**src/rtl/alu8_pkg.sv**
```systemverilog
package alu8_pkg;

    typedef enum logic [3:0] {
        OP_ADD  = 4'd0,
        OP_SUB  = 4'd1,
        OP_AND  = 4'd2,
        OP_IOR  = 4'd3,
        OP_XOR  = 4'd4,
        OP_COM  = 4'd5,
        OP_PASS = 4'd6,
        OP_RLC  = 4'd7,
        OP_RRC  = 4'd8
    } alu_op_e;

    typedef enum logic [1:0] {
        SRC_FILE     = 2'd0,
        SRC_LIT      = 2'd1,
        SRC_W        = 2'd2,
        SRC_FILE_ALT = 2'd3
    } src_e;

    typedef struct packed {
        logic c;
        logic dc;
        logic z;
    } flags_t;

endpackage

```
**src/rtl/alu8_src_mux.sv**
```systemverilog
module alu8_src_mux #(
    parameter int DATA_W = 8
) (
    input  logic [1:0]        sel,
    input  logic [DATA_W-1:0] w_val,
    input  logic [DATA_W-1:0] f_val,
    input  logic [DATA_W-1:0] lit_val,
    output logic [DATA_W-1:0] b_val
);
    import alu8_pkg::*;

    always_comb begin
        unique case (src_e'(sel))
            SRC_LIT:      b_val = lit_val;
            SRC_W:        b_val = w_val;
            SRC_FILE,
            SRC_FILE_ALT: b_val = f_val;
            default:      b_val = f_val;
        endcase
    end
endmodule

```
**src/rtl/alu8_adder.sv**
```systemverilog
module alu8_adder #(
    parameter int DATA_W = 8,
    parameter int LO_W   = 4
) (
    input  logic [DATA_W-1:0] opa,
    input  logic [DATA_W-1:0] opb,
    input  logic              sub,
    output logic [DATA_W-1:0] sum,
    output logic              c_out,
    output logic              dc_out
);
    localparam int HI_W = DATA_W - LO_W;

    logic [DATA_W-1:0] opb_x;
    logic [LO_W:0]     lo_sum;
    logic [HI_W:0]     hi_sum;

    always_comb begin
        opb_x  = sub ? ~opb : opb;
        lo_sum = {1'b0, opa[LO_W-1:0]} + {1'b0, opb_x[LO_W-1:0]}
                 + {{LO_W{1'b0}}, sub};
        hi_sum = {1'b0, opa[DATA_W-1:LO_W]} + {1'b0, opb_x[DATA_W-1:LO_W]}
                 + {{HI_W{1'b0}}, lo_sum[LO_W]};
        sum    = {hi_sum[HI_W-1:0], lo_sum[LO_W-1:0]};
        c_out  = hi_sum[HI_W];
        dc_out = lo_sum[LO_W];
    end

    // the split nibble chain must agree with a full-width sum
    always_comb begin
        if ({c_out, sum} != ({1'b0, opa} + {1'b0, opb_x} + {{DATA_W{1'b0}}, sub}))
            assert_adder_chain_R2: assert (1'b0) else $error("adder chain mismatch");
    end
endmodule

```
**src/rtl/alu8_bitops.sv**
```systemverilog
module alu8_bitops #(
    parameter int DATA_W = 8
) (
    input  logic [3:0]        op,
    input  logic [DATA_W-1:0] w_val,
    input  logic [DATA_W-1:0] b_val,
    input  logic              c_in,
    output logic [DATA_W-1:0] res,
    output logic              c_rot
);
    import alu8_pkg::*;

    always_comb begin
        c_rot = c_in;
        unique case (alu_op_e'(op))
            OP_AND:  res = w_val & b_val;
            OP_IOR:  res = w_val | b_val;
            OP_XOR:  res = w_val ^ b_val;
            OP_COM:  res = ~b_val;
            OP_PASS: res = b_val;
            OP_RLC: begin
                res   = {b_val[DATA_W-2:0], c_in};
                c_rot = b_val[DATA_W-1];
            end
            OP_RRC: begin
                res   = {c_in, b_val[DATA_W-1:1]};
                c_rot = b_val[0];
            end
            default: res = '0;
        endcase
    end
endmodule

```
**src/rtl/alu8_flag_reg.sv**
```systemverilog
module alu8_flag_reg (
    input  logic             clk,
    input  logic             rst_n,
    input  logic             load,
    input  alu8_pkg::flags_t upd,
    input  alu8_pkg::flags_t nxt,
    output alu8_pkg::flags_t q
);
    always_ff @(posedge clk or negedge rst_n) begin
        if (!rst_n) begin
            q <= '0;
        end else if (load) begin
            if (upd.c)  q.c  <= nxt.c;
            if (upd.dc) q.dc <= nxt.dc;
            if (upd.z)  q.z  <= nxt.z;
        end
    end
endmodule

```
**src/rtl/alu8_core.sv**
```systemverilog
module alu8_core #(
    parameter int DATA_W = 8
) (
    input  logic              clk,
    input  logic              rst_n,
    input  logic              op_valid,
    input  logic [3:0]        op_code,
    input  logic [1:0]        src_sel,
    input  logic [DATA_W-1:0] w_data,
    input  logic [DATA_W-1:0] f_data,
    input  logic [DATA_W-1:0] lit_data,
    output logic [DATA_W-1:0] result,
    output logic              upd_c,
    output logic              upd_dc,
    output logic              upd_z,
    output logic              flag_c,
    output logic              flag_dc,
    output logic              flag_z
);
    import alu8_pkg::*;

    localparam int LO_W = DATA_W / 2;

    logic [DATA_W-1:0] b_val;
    logic [DATA_W-1:0] add_sum;
    logic              add_c;
    logic              add_dc;
    logic [DATA_W-1:0] bit_res;
    logic              rot_c;
    flags_t            upd_vec;
    flags_t            nxt_vec;
    flags_t            cur;

    alu8_src_mux #(.DATA_W(DATA_W)) u_src (
        .sel(src_sel), .w_val(w_data), .f_val(f_data),
        .lit_val(lit_data), .b_val(b_val)
    );

    alu8_adder #(.DATA_W(DATA_W), .LO_W(LO_W)) u_add (
        .opa(b_val), .opb(w_data), .sub(op_code == OP_SUB),
        .sum(add_sum), .c_out(add_c), .dc_out(add_dc)
    );

    alu8_bitops #(.DATA_W(DATA_W)) u_bit (
        .op(op_code), .w_val(w_data), .b_val(b_val),
        .c_in(cur.c), .res(bit_res), .c_rot(rot_c)
    );

    always_comb begin
        upd_vec = '0;
        nxt_vec = cur;
        result  = '0;
        unique case (alu_op_e'(op_code))
            OP_ADD, OP_SUB: begin
                result  = add_sum;
                upd_vec = '{c: 1'b1, dc: 1'b1, z: 1'b1};
                nxt_vec = '{c: add_c, dc: add_dc, z: (add_sum == '0)};
            end
            OP_AND, OP_IOR, OP_XOR, OP_COM, OP_PASS: begin
                result    = bit_res;
                upd_vec.z = 1'b1;
                nxt_vec.z = (bit_res == '0);
            end
            OP_RLC, OP_RRC: begin
                result    = bit_res;
                upd_vec.c = 1'b1;
                nxt_vec.c = rot_c;
            end
            default: begin
                result  = '0;
                upd_vec = '0;
            end
        endcase
    end

    alu8_flag_reg u_flags (
        .clk(clk), .rst_n(rst_n), .load(op_valid),
        .upd(upd_vec), .nxt(nxt_vec), .q(cur)
    );

    assign upd_c   = upd_vec.c;
    assign upd_dc  = upd_vec.dc;
    assign upd_z   = upd_vec.z;
    assign flag_c  = cur.c;
    assign flag_dc = cur.dc;
    assign flag_z  = cur.z;

    assert_reset_clear_R1: assert property (@(posedge clk)
        !rst_n |=> (!flag_c && !flag_dc && !flag_z))
        else $error("flags not cleared by reset");

    assert_idle_hold_R9: assert property (@(posedge clk) disable iff (!rst_n)
        !op_valid |=> ($stable(flag_c) && $stable(flag_dc) && $stable(flag_z)))
        else $error("flags moved without op_valid");

    assert_zero_tracks_result_R4: assert property (@(posedge clk) disable iff (!rst_n)
        (op_valid && upd_z) |=> (flag_z == ($past(result) == '0)))
        else $error("Z does not follow result");

    assert_logic_keeps_carry_R5: assert property (@(posedge clk) disable iff (!rst_n)
        (op_valid && !upd_c && !upd_dc) |=> ($stable(flag_c) && $stable(flag_dc)))
        else $error("C or DC changed by non-arith op");

    assert_rotate_keeps_z_R7: assert property (@(posedge clk) disable iff (!rst_n)
        (op_valid && (op_code == OP_RLC || op_code == OP_RRC))
            |=> ($stable(flag_z) && $stable(flag_dc)))
        else $error("rotate touched DC or Z");

    assert_undef_no_update_R9: assert property (@(posedge clk) disable iff (!rst_n)
        (op_code > 4'd8) |-> (!upd_c && !upd_dc && !upd_z && result == '0))
        else $error("undefined op had effect");
endmodule

```
**config.mk**
```make
export PLATFORM = sky130hd
export DESIGN_NAME = alu8_core
export DESIGN_NICKNAME = d
export VERILOG_FILES = /design/src/rtl/alu8_pkg.sv /design/src/rtl/alu8_src_mux.sv /design/src/rtl/alu8_adder.sv /design/src/rtl/alu8_bitops.sv /design/src/rtl/alu8_flag_reg.sv /design/src/rtl/alu8_core.sv
export SDC_FILE = /design/constraint.sdc
export NUM_CORES = 1
export LEC_CHECK = 0
export ABC_CLOCK_PERIOD_IN_PS = 5400
export BUFFER_PORTS_ARGS = -buffer_cell sky130_fd_sc_hd__buf_4
export CAP_MARGIN = 20
export CORE_MARGIN = 1.5
export CORE_UTILIZATION = 50
export CTS_CLUSTER_SIZE = 25
export DETAILED_ROUTE_END_ITERATION = 10
export PLACE_DENSITY = 0.8
export SYNTH_ARGS = -nofsm -noshare
export SYNTH_HDL_FRONTEND = slang
export SYNTH_HIERARCHICAL = 1
export SYNTH_SLANG_ARGS = --single-unit
```
**constraint.sdc**
```tcl
create_clock -name clk -period 5.4 [get_ports clk]
set_input_delay 0.54 -clock clk [delete_from_list [all_inputs] [get_ports clk]]
set_output_delay 0.54 -clock clk [all_outputs]
set_load 0.005 [all_outputs]
```
== Yosys cells after proc, flatten, opt, wreduce, memory -nomap -nowiden ==
Index checks and enable logic that the tools add are counted.
Widths: inputs -> output; s select.

* Register bits after elaboration: 3
* Input bits: 33
* Output and inout bits: 14
* Word-level logic and storage cells: 50

* $add $sub $neg: 4
* Equality and inequality tests: 12
* Multiplexer cells: 10
* Bitwise logic cells: 5
* Reduce and logical (&&, ||, !) cells: 16

{| class="wikitable"
|+ Operators with widths
! kind !! number
|-
| $pmux 8 s7 || 1
|-
| $pmux 8 s3 || 1
|-
| $eq 4x3->1 const B || 4
|-
| $logic_not 8->1 || 2
|-
| $not 8->8 || 2
|-
| $pmux 8 s2 || 1
|-
| $reduce_or 7->1 || 2
|-
| $add 4x4->5 || 2
|-
| $add 5x1->5 || 2
|-
| $and 8x8->8 || 1
|-
| $eq 4x2->1 const B || 2
|-
| $mux 8 || 1
|-
| $or 8x8->8 || 1
|-
| $xor 8x8->8 || 1
|-
| $pmux 1 s2 || 3
|-
| $reduce_and 3->1 || 2
|-
| $reduce_or 2->1 || 3
|-
| $reduce_or 5->1 || 1
|-
| $eq 2x2->1 const B || 2
|-
| $eq 4x1->1 const B || 1
|-
| $eq 4x4->1 const B || 1
|-
| $logic_not 4->1 || 1
|-
| $reduce_and 4->1 || 1
|-
| $reduce_bool 2->1 || 2
|-
| 5 further kinds || 7
|}

== Longest topological paths before layout ==
* Depth in word-level cells: 8
* Depth in mapped cells: 19
* Mapped depth without buffers: 18

== Cells and area by module ==
The synthesis kept the hierarchy.

{| class="wikitable"
|+ By module, submodules not included
! module !! instances !! cells an instance !! area each (µm²) !! sequential area each (µm²)
|-
| alu8_bitops || 1 || 126 || 902.1 || 0.0
|-
| alu8_adder || 1 || 44 || 400.4 || 0.0
|-
| alu8_core || 1 || 32 || 230.2 || 0.0
|-
| alu8_src_mux || 1 || 31 || 192.7 || 0.0
|-
| alu8_flag_reg || 1 || 9 || 131.4 || 75.1
|}

== Worst setup path after synthesis ==
No wires, ideal clock.

* Path kind: input -> register
* From: input src_sel[0]
* To: register u_flags/q[0] (netlist name)
* Data arrival time: 4.155 ns
* Required time: 5.336 ns
* Setup slack: 1.181 ns
* Stages on the path: 18
* Path buffers: 1
* Cells stage by stage: inv_1 -> ha_1 -> buf_6 -> a22oi_1 -> o21ai_0 -> mux2i_4 -> fa_1 -> nor2b_1 -> o21ai_0 -> nor2b_1 -> fa_1 -> inv_1 -> fa_1 -> nor4_1 -> nand3_1 -> o211ai_1 -> o21a_1 -> mux2_4

{| class="wikitable"
|+ RTL lines
! what !! line !! source
|-
| from (decl) || alu8_core.sv:8 || <nowiki>input logic [1:0] src_sel,</nowiki>
|-
| to (decl) || alu8_flag_reg.sv:7 || <nowiki>output alu8_pkg::flags_t q</nowiki>
|}

== Worst setup path in the final report ==
* From: input src_sel[0]
* To: output result[6]

* Word-level cells in the longest chain between the ends: 7
* Elaborated cells between the ends (all ways): 16
* Those cells by class: add/sub: 4; eq/ne: 3; mux: 3; bitwise: 4; reduce/logical: 2

{| class="wikitable"
|+ RTL lines
! what !! line !! source
|-
| $eq 2x2->1 or $logic_not 2->1 (tied branches) || alu8_src_mux.sv:13 || <nowiki>unique case (src_e'(sel))</nowiki>
|-
| $reduce_or 2->1 || alu8_src_mux.sv:13 ||
|-
| $pmux 8 s3 * || alu8_src_mux.sv:13 ||
|-
| named net b_val[2] || alu8_core.sv:24 || <nowiki>logic [DATA_W-1:0] b_val;</nowiki>
|-
| $add 4x4->5 * || alu8_adder.sv:20 || <nowiki>lo_sum = {1'b0, opa[LO_W-1:0]} + {1'b0, opb_x[LO_W-1:0]}</nowiki>
|-
| $add 5x1->5 * || alu8_adder.sv:21 || <nowiki>+ {{LO_W{1'b0}}, sub};</nowiki>
|-
| $add 5x1->5 * || alu8_adder.sv:23 || <nowiki>+ {{HI_W{1'b0}}, lo_sum[LO_W]};</nowiki>
|-
| named net add_sum[6] || alu8_core.sv:25 || <nowiki>logic [DATA_W-1:0] add_sum;</nowiki>
|-
| $pmux 8 s2 * || alu8_core.sv:53 || <nowiki>unique case (alu_op_e'(op_code))</nowiki>
|-
| to (decl) || alu8_core.sv:12 || <nowiki>output logic [DATA_W-1:0] result,</nowiki>
|}

The timed path passes the listed nets; every way through them passes the cells marked *.

==> results.sh <==
export IMPL_grt_max_degree=37
export IMPL_rows=21
export IMPL_routedWlPerCell_um=16.31
export IMPL_synth_cell_area_um2=1857
export IMPL_start_kind="primary input"
export IMPL_period_share_pct=82.61
export IMPL_clkTransAtPathRegs_ns=0.03
export IMPL_cts_resized=0
export IMPL_tns_ns=0
export IMPL_syn_area_per_cell_um2=7.673
export IMPL_finalCriticalPeriod_ns=4.461
export IMPL_track_usage_pct=26.77
export IMPL_ys_flop_type="dfrtp_1"
export IMPL_ys_seq_area_share_pct=4.043
export IMPL_final_common_cell="buf_4"
export IMPL_start_util_pct=53.94
export IMPL_first_global_vias=1876
export IMPL_ys_seq_elements=3
export IMPL_ys_async_sr_fraction_pct=100.0
export IMPL_nNetsFinal=345
export IMPL_cts_sinks=3
export IMPL_worstPathMaxFanout=8
export IMPL_portBuffers=46
export IMPL_power_density_nw_per_um2=161.0
export IMPL_final_cell_mix="buf_4 (52), inv_1 (29), ha_1 (24)"
export IMPL_drc=0
export IMPL_largest_reg_flops=3
export IMPL_tightest_slew_ns=1.016
export IMPL_synth_edf_count=0
export IMPL_yosys_warnings=6
export IMPL_die_h_um=63.94
export IMPL_layout_drive_gt1_share_pct=22.89
export IMPL_syn_nets=302
export IMPL_worstSetupPathType="in -> out"
export IMPL_clk_insertion_delay_late_ns=0.22
export IMPL_routed_via_density=6.091
export IMPL_crit_slowest_cell="o21ai_0"
export IMPL_ff2ff_setup_slack_ns=3.56
export IMPL_hp_class="in -> async"
export IMPL_worstPathArrival_ns=3.92
export IMPL_cap_viol_max_count=0
export IMPL_diodes=0
export IMPL_max_slew_margin_rel_pct=31.57
export IMPL_antenna_found_initial=0
export IMPL_cts_hold_fix_buffers=0
export IMPL_end_kind="output pin"
export IMPL_finalSetupViolCount=0
export IMPL_rsz0062_at_grt="no"
export IMPL_run_status="complete, no violations"
export IMPL_synthTopCellsByArea="ha_1 (16%), inv_1 (5.9%), a22oi_1 (5.7%)"
export IMPL_ios=47
export IMPL_overflow=0
export IMPL_hold_viol=0
export IMPL_seq_area_um2=75.07
export IMPL_synthToLayoutAreaGrowth_pct=21.29
export IMPL_post_cts_setup_buffers=0
export IMPL_cts_max_path_buffers=2
export IMPL_vias=2010
export IMPL_max_stage_delay_ns=0.58
export IMPL_slew_viol_final=0
export IMPL_skew_ns=0.003222
export IMPL_fp_dieW_um=63.94
export IMPL_cp_required_ns=4.86
export IMPL_reg_largest_list="u_flags/q: 3 flops"
export IMPL_drt_iter0_drc=228
export IMPL_crit_chain="buf_4 -> inv_1 -> ha_1 -> a22oi_1 -> o21ai_0 -> ha_1 -> nor2b_1 -> o21ai_0 -> nor2b_1 -> fa_1 -> inv_1 -> fa_1 -> xor2_1 -> a22o_1 -> buf_4"
export IMPL_leakage_nw=1.070
export IMPL_num_fill_cells=333
export IMPL_dr_pass1_iters=5
export IMPL_synth_top_cell_area_share_pct=16.17
export IMPL_htreeDepth=1
export IMPL_gp_congestion=0.9042
export IMPL_hpwl_um=4036
export IMPL_grt_pass1_wl_um=8976
export IMPL_fin_total_pwr_uw=362.7
export IMPL_cts_buffers=3
export IMPL_synth_top_area_cell="ha_1"
export IMPL_yosysUniqueCellTypes=46
export IMPL_core_area_um2=3442
export IMPL_top_register="u_flags/q"
export IMPL_cts_tree="done"
export IMPL_synthCells=242
export IMPL_die_area_um2=4088
export IMPL_routed_wl_um=5382
export IMPL_drtAntennaViolNets=0
export IMPL_cts_root_buffer_cell="clkbuf_8"
export IMPL_max_vdd_ir_drop_mv=0.07157
export IMPL_multi_input_area_um2=1575
export IMPL_fmax_mhz=224.2
layout make-up:
type,instances,area share (%)
timing repair buffer,52,17.33
clock buffer,4,2.000
tap,46,2.556
inverter,29,4.833
multi-input combinational,196,69.94
sequential,3,3.333
cell usage after synthesis, drive strengths merged (5+ instances only):
| master | number |
|---|---|
| mux2 | 5 |
| o221ai | 5 |
| nand3 | 6 |
| ha | 24 |
| xor2 | 8 |
| or3b | 6 |
| buf | 12 |
| a22o | 8 |
| o21ai | 12 |
| nand3b | 9 |
| a21oi | 13 |
| a32oi | 5 |
| nor2b | 6 |
| nand2 | 14 |
| a22oi | 14 |
| nor3b | 7 |
| inv | 29 |
| nand2b | 11 |
where the power goes:
part           total, mW  internal (mW)  leakage [nW]  switching (mW)
logic              0.256          0.125          1.01           0.132
registers         0.0394         0.0300        0.0389         0.00946
clock network     0.0669         0.0505        0.0228          0.0164
total              0.363          0.205          1.07           0.158
final timing paths:
check | from | to | cells after the start
worst max register to register | u_flags/q[2]$_DFFE_PN0P_ | u_flags/q[0]$_DFFE_PN0P_ | 8
max in group asynchronous | rst_n | u_flags/q[0]$_DFFE_PN0P_ | 1
worst min register to register | u_flags/q[1]$_DFFE_PN0P_ | u_flags/q[1]$_DFFE_PN0P_ | 1
worst max-delay path | src_sel[0] | result[6] | 15
min in group clk | u_flags/q[1]$_DFFE_PN0P_ | u_flags/q[1]$_DFFE_PN0P_ | 1
worst min-delay path | rst_n | u_flags/q[2]$_DFFE_PN0P_ | 1
stage by stage:
stage | setup slack, ns | util (%) | cells | cell area [µm²] | hold slack, ns
final | 0.9391 | 65.43 | 330 | 2252 | 0.1073
after floorplan | 1.181 | - | 242 | 1857 | 0.2444
after global routing | 0.6424 | 65.43 | 330 | 2252 | 0.1021
after detailed placement | 0.9592 | 64.12 | 326 | 2207 | 0.3365
after global placement | 1.074 | 64.12 | 326 | 2207 | 0.3353
after CTS | 0.9805 | 65.43 | 330 | 2252 | 0.1039
kinds of logic (layout without fill, tap and decap cells):
family	Yosys count	after routing	share of synthesized area, %
AOI/OAI and AO/OA	69	69	26.42
xor gates and xnor gates	11	11	5.189
adders and majority gates	27	27	19.41
buffers and inverters	43	85	11.12
DFF	3	3	4.043
muxes	6	6	4.851
and+or+nand+nor	83	83	28.98
routing by layer:
metal	GRT usage [%]	vias up	part of all wire, %
li1	-	974	-
met1	39.29	929	47
met2	42.84	101	45
met3	3.345	6	7.5
met4	2.989	0	0.50
met5	0	-	0
critical path, delay by kind of cell:
kind | cells | cell delay [ns]
adders and majority gates | 4 | 1.42
and+or+nand+nor | 2 | 0.35
xor gates and xnor gates | 1 | 0.18
buffers and inverters | 4 | 0.30
AOI/OAI and AO/OA | 4 | 1.12
Power figures use the tool's default switching activity.
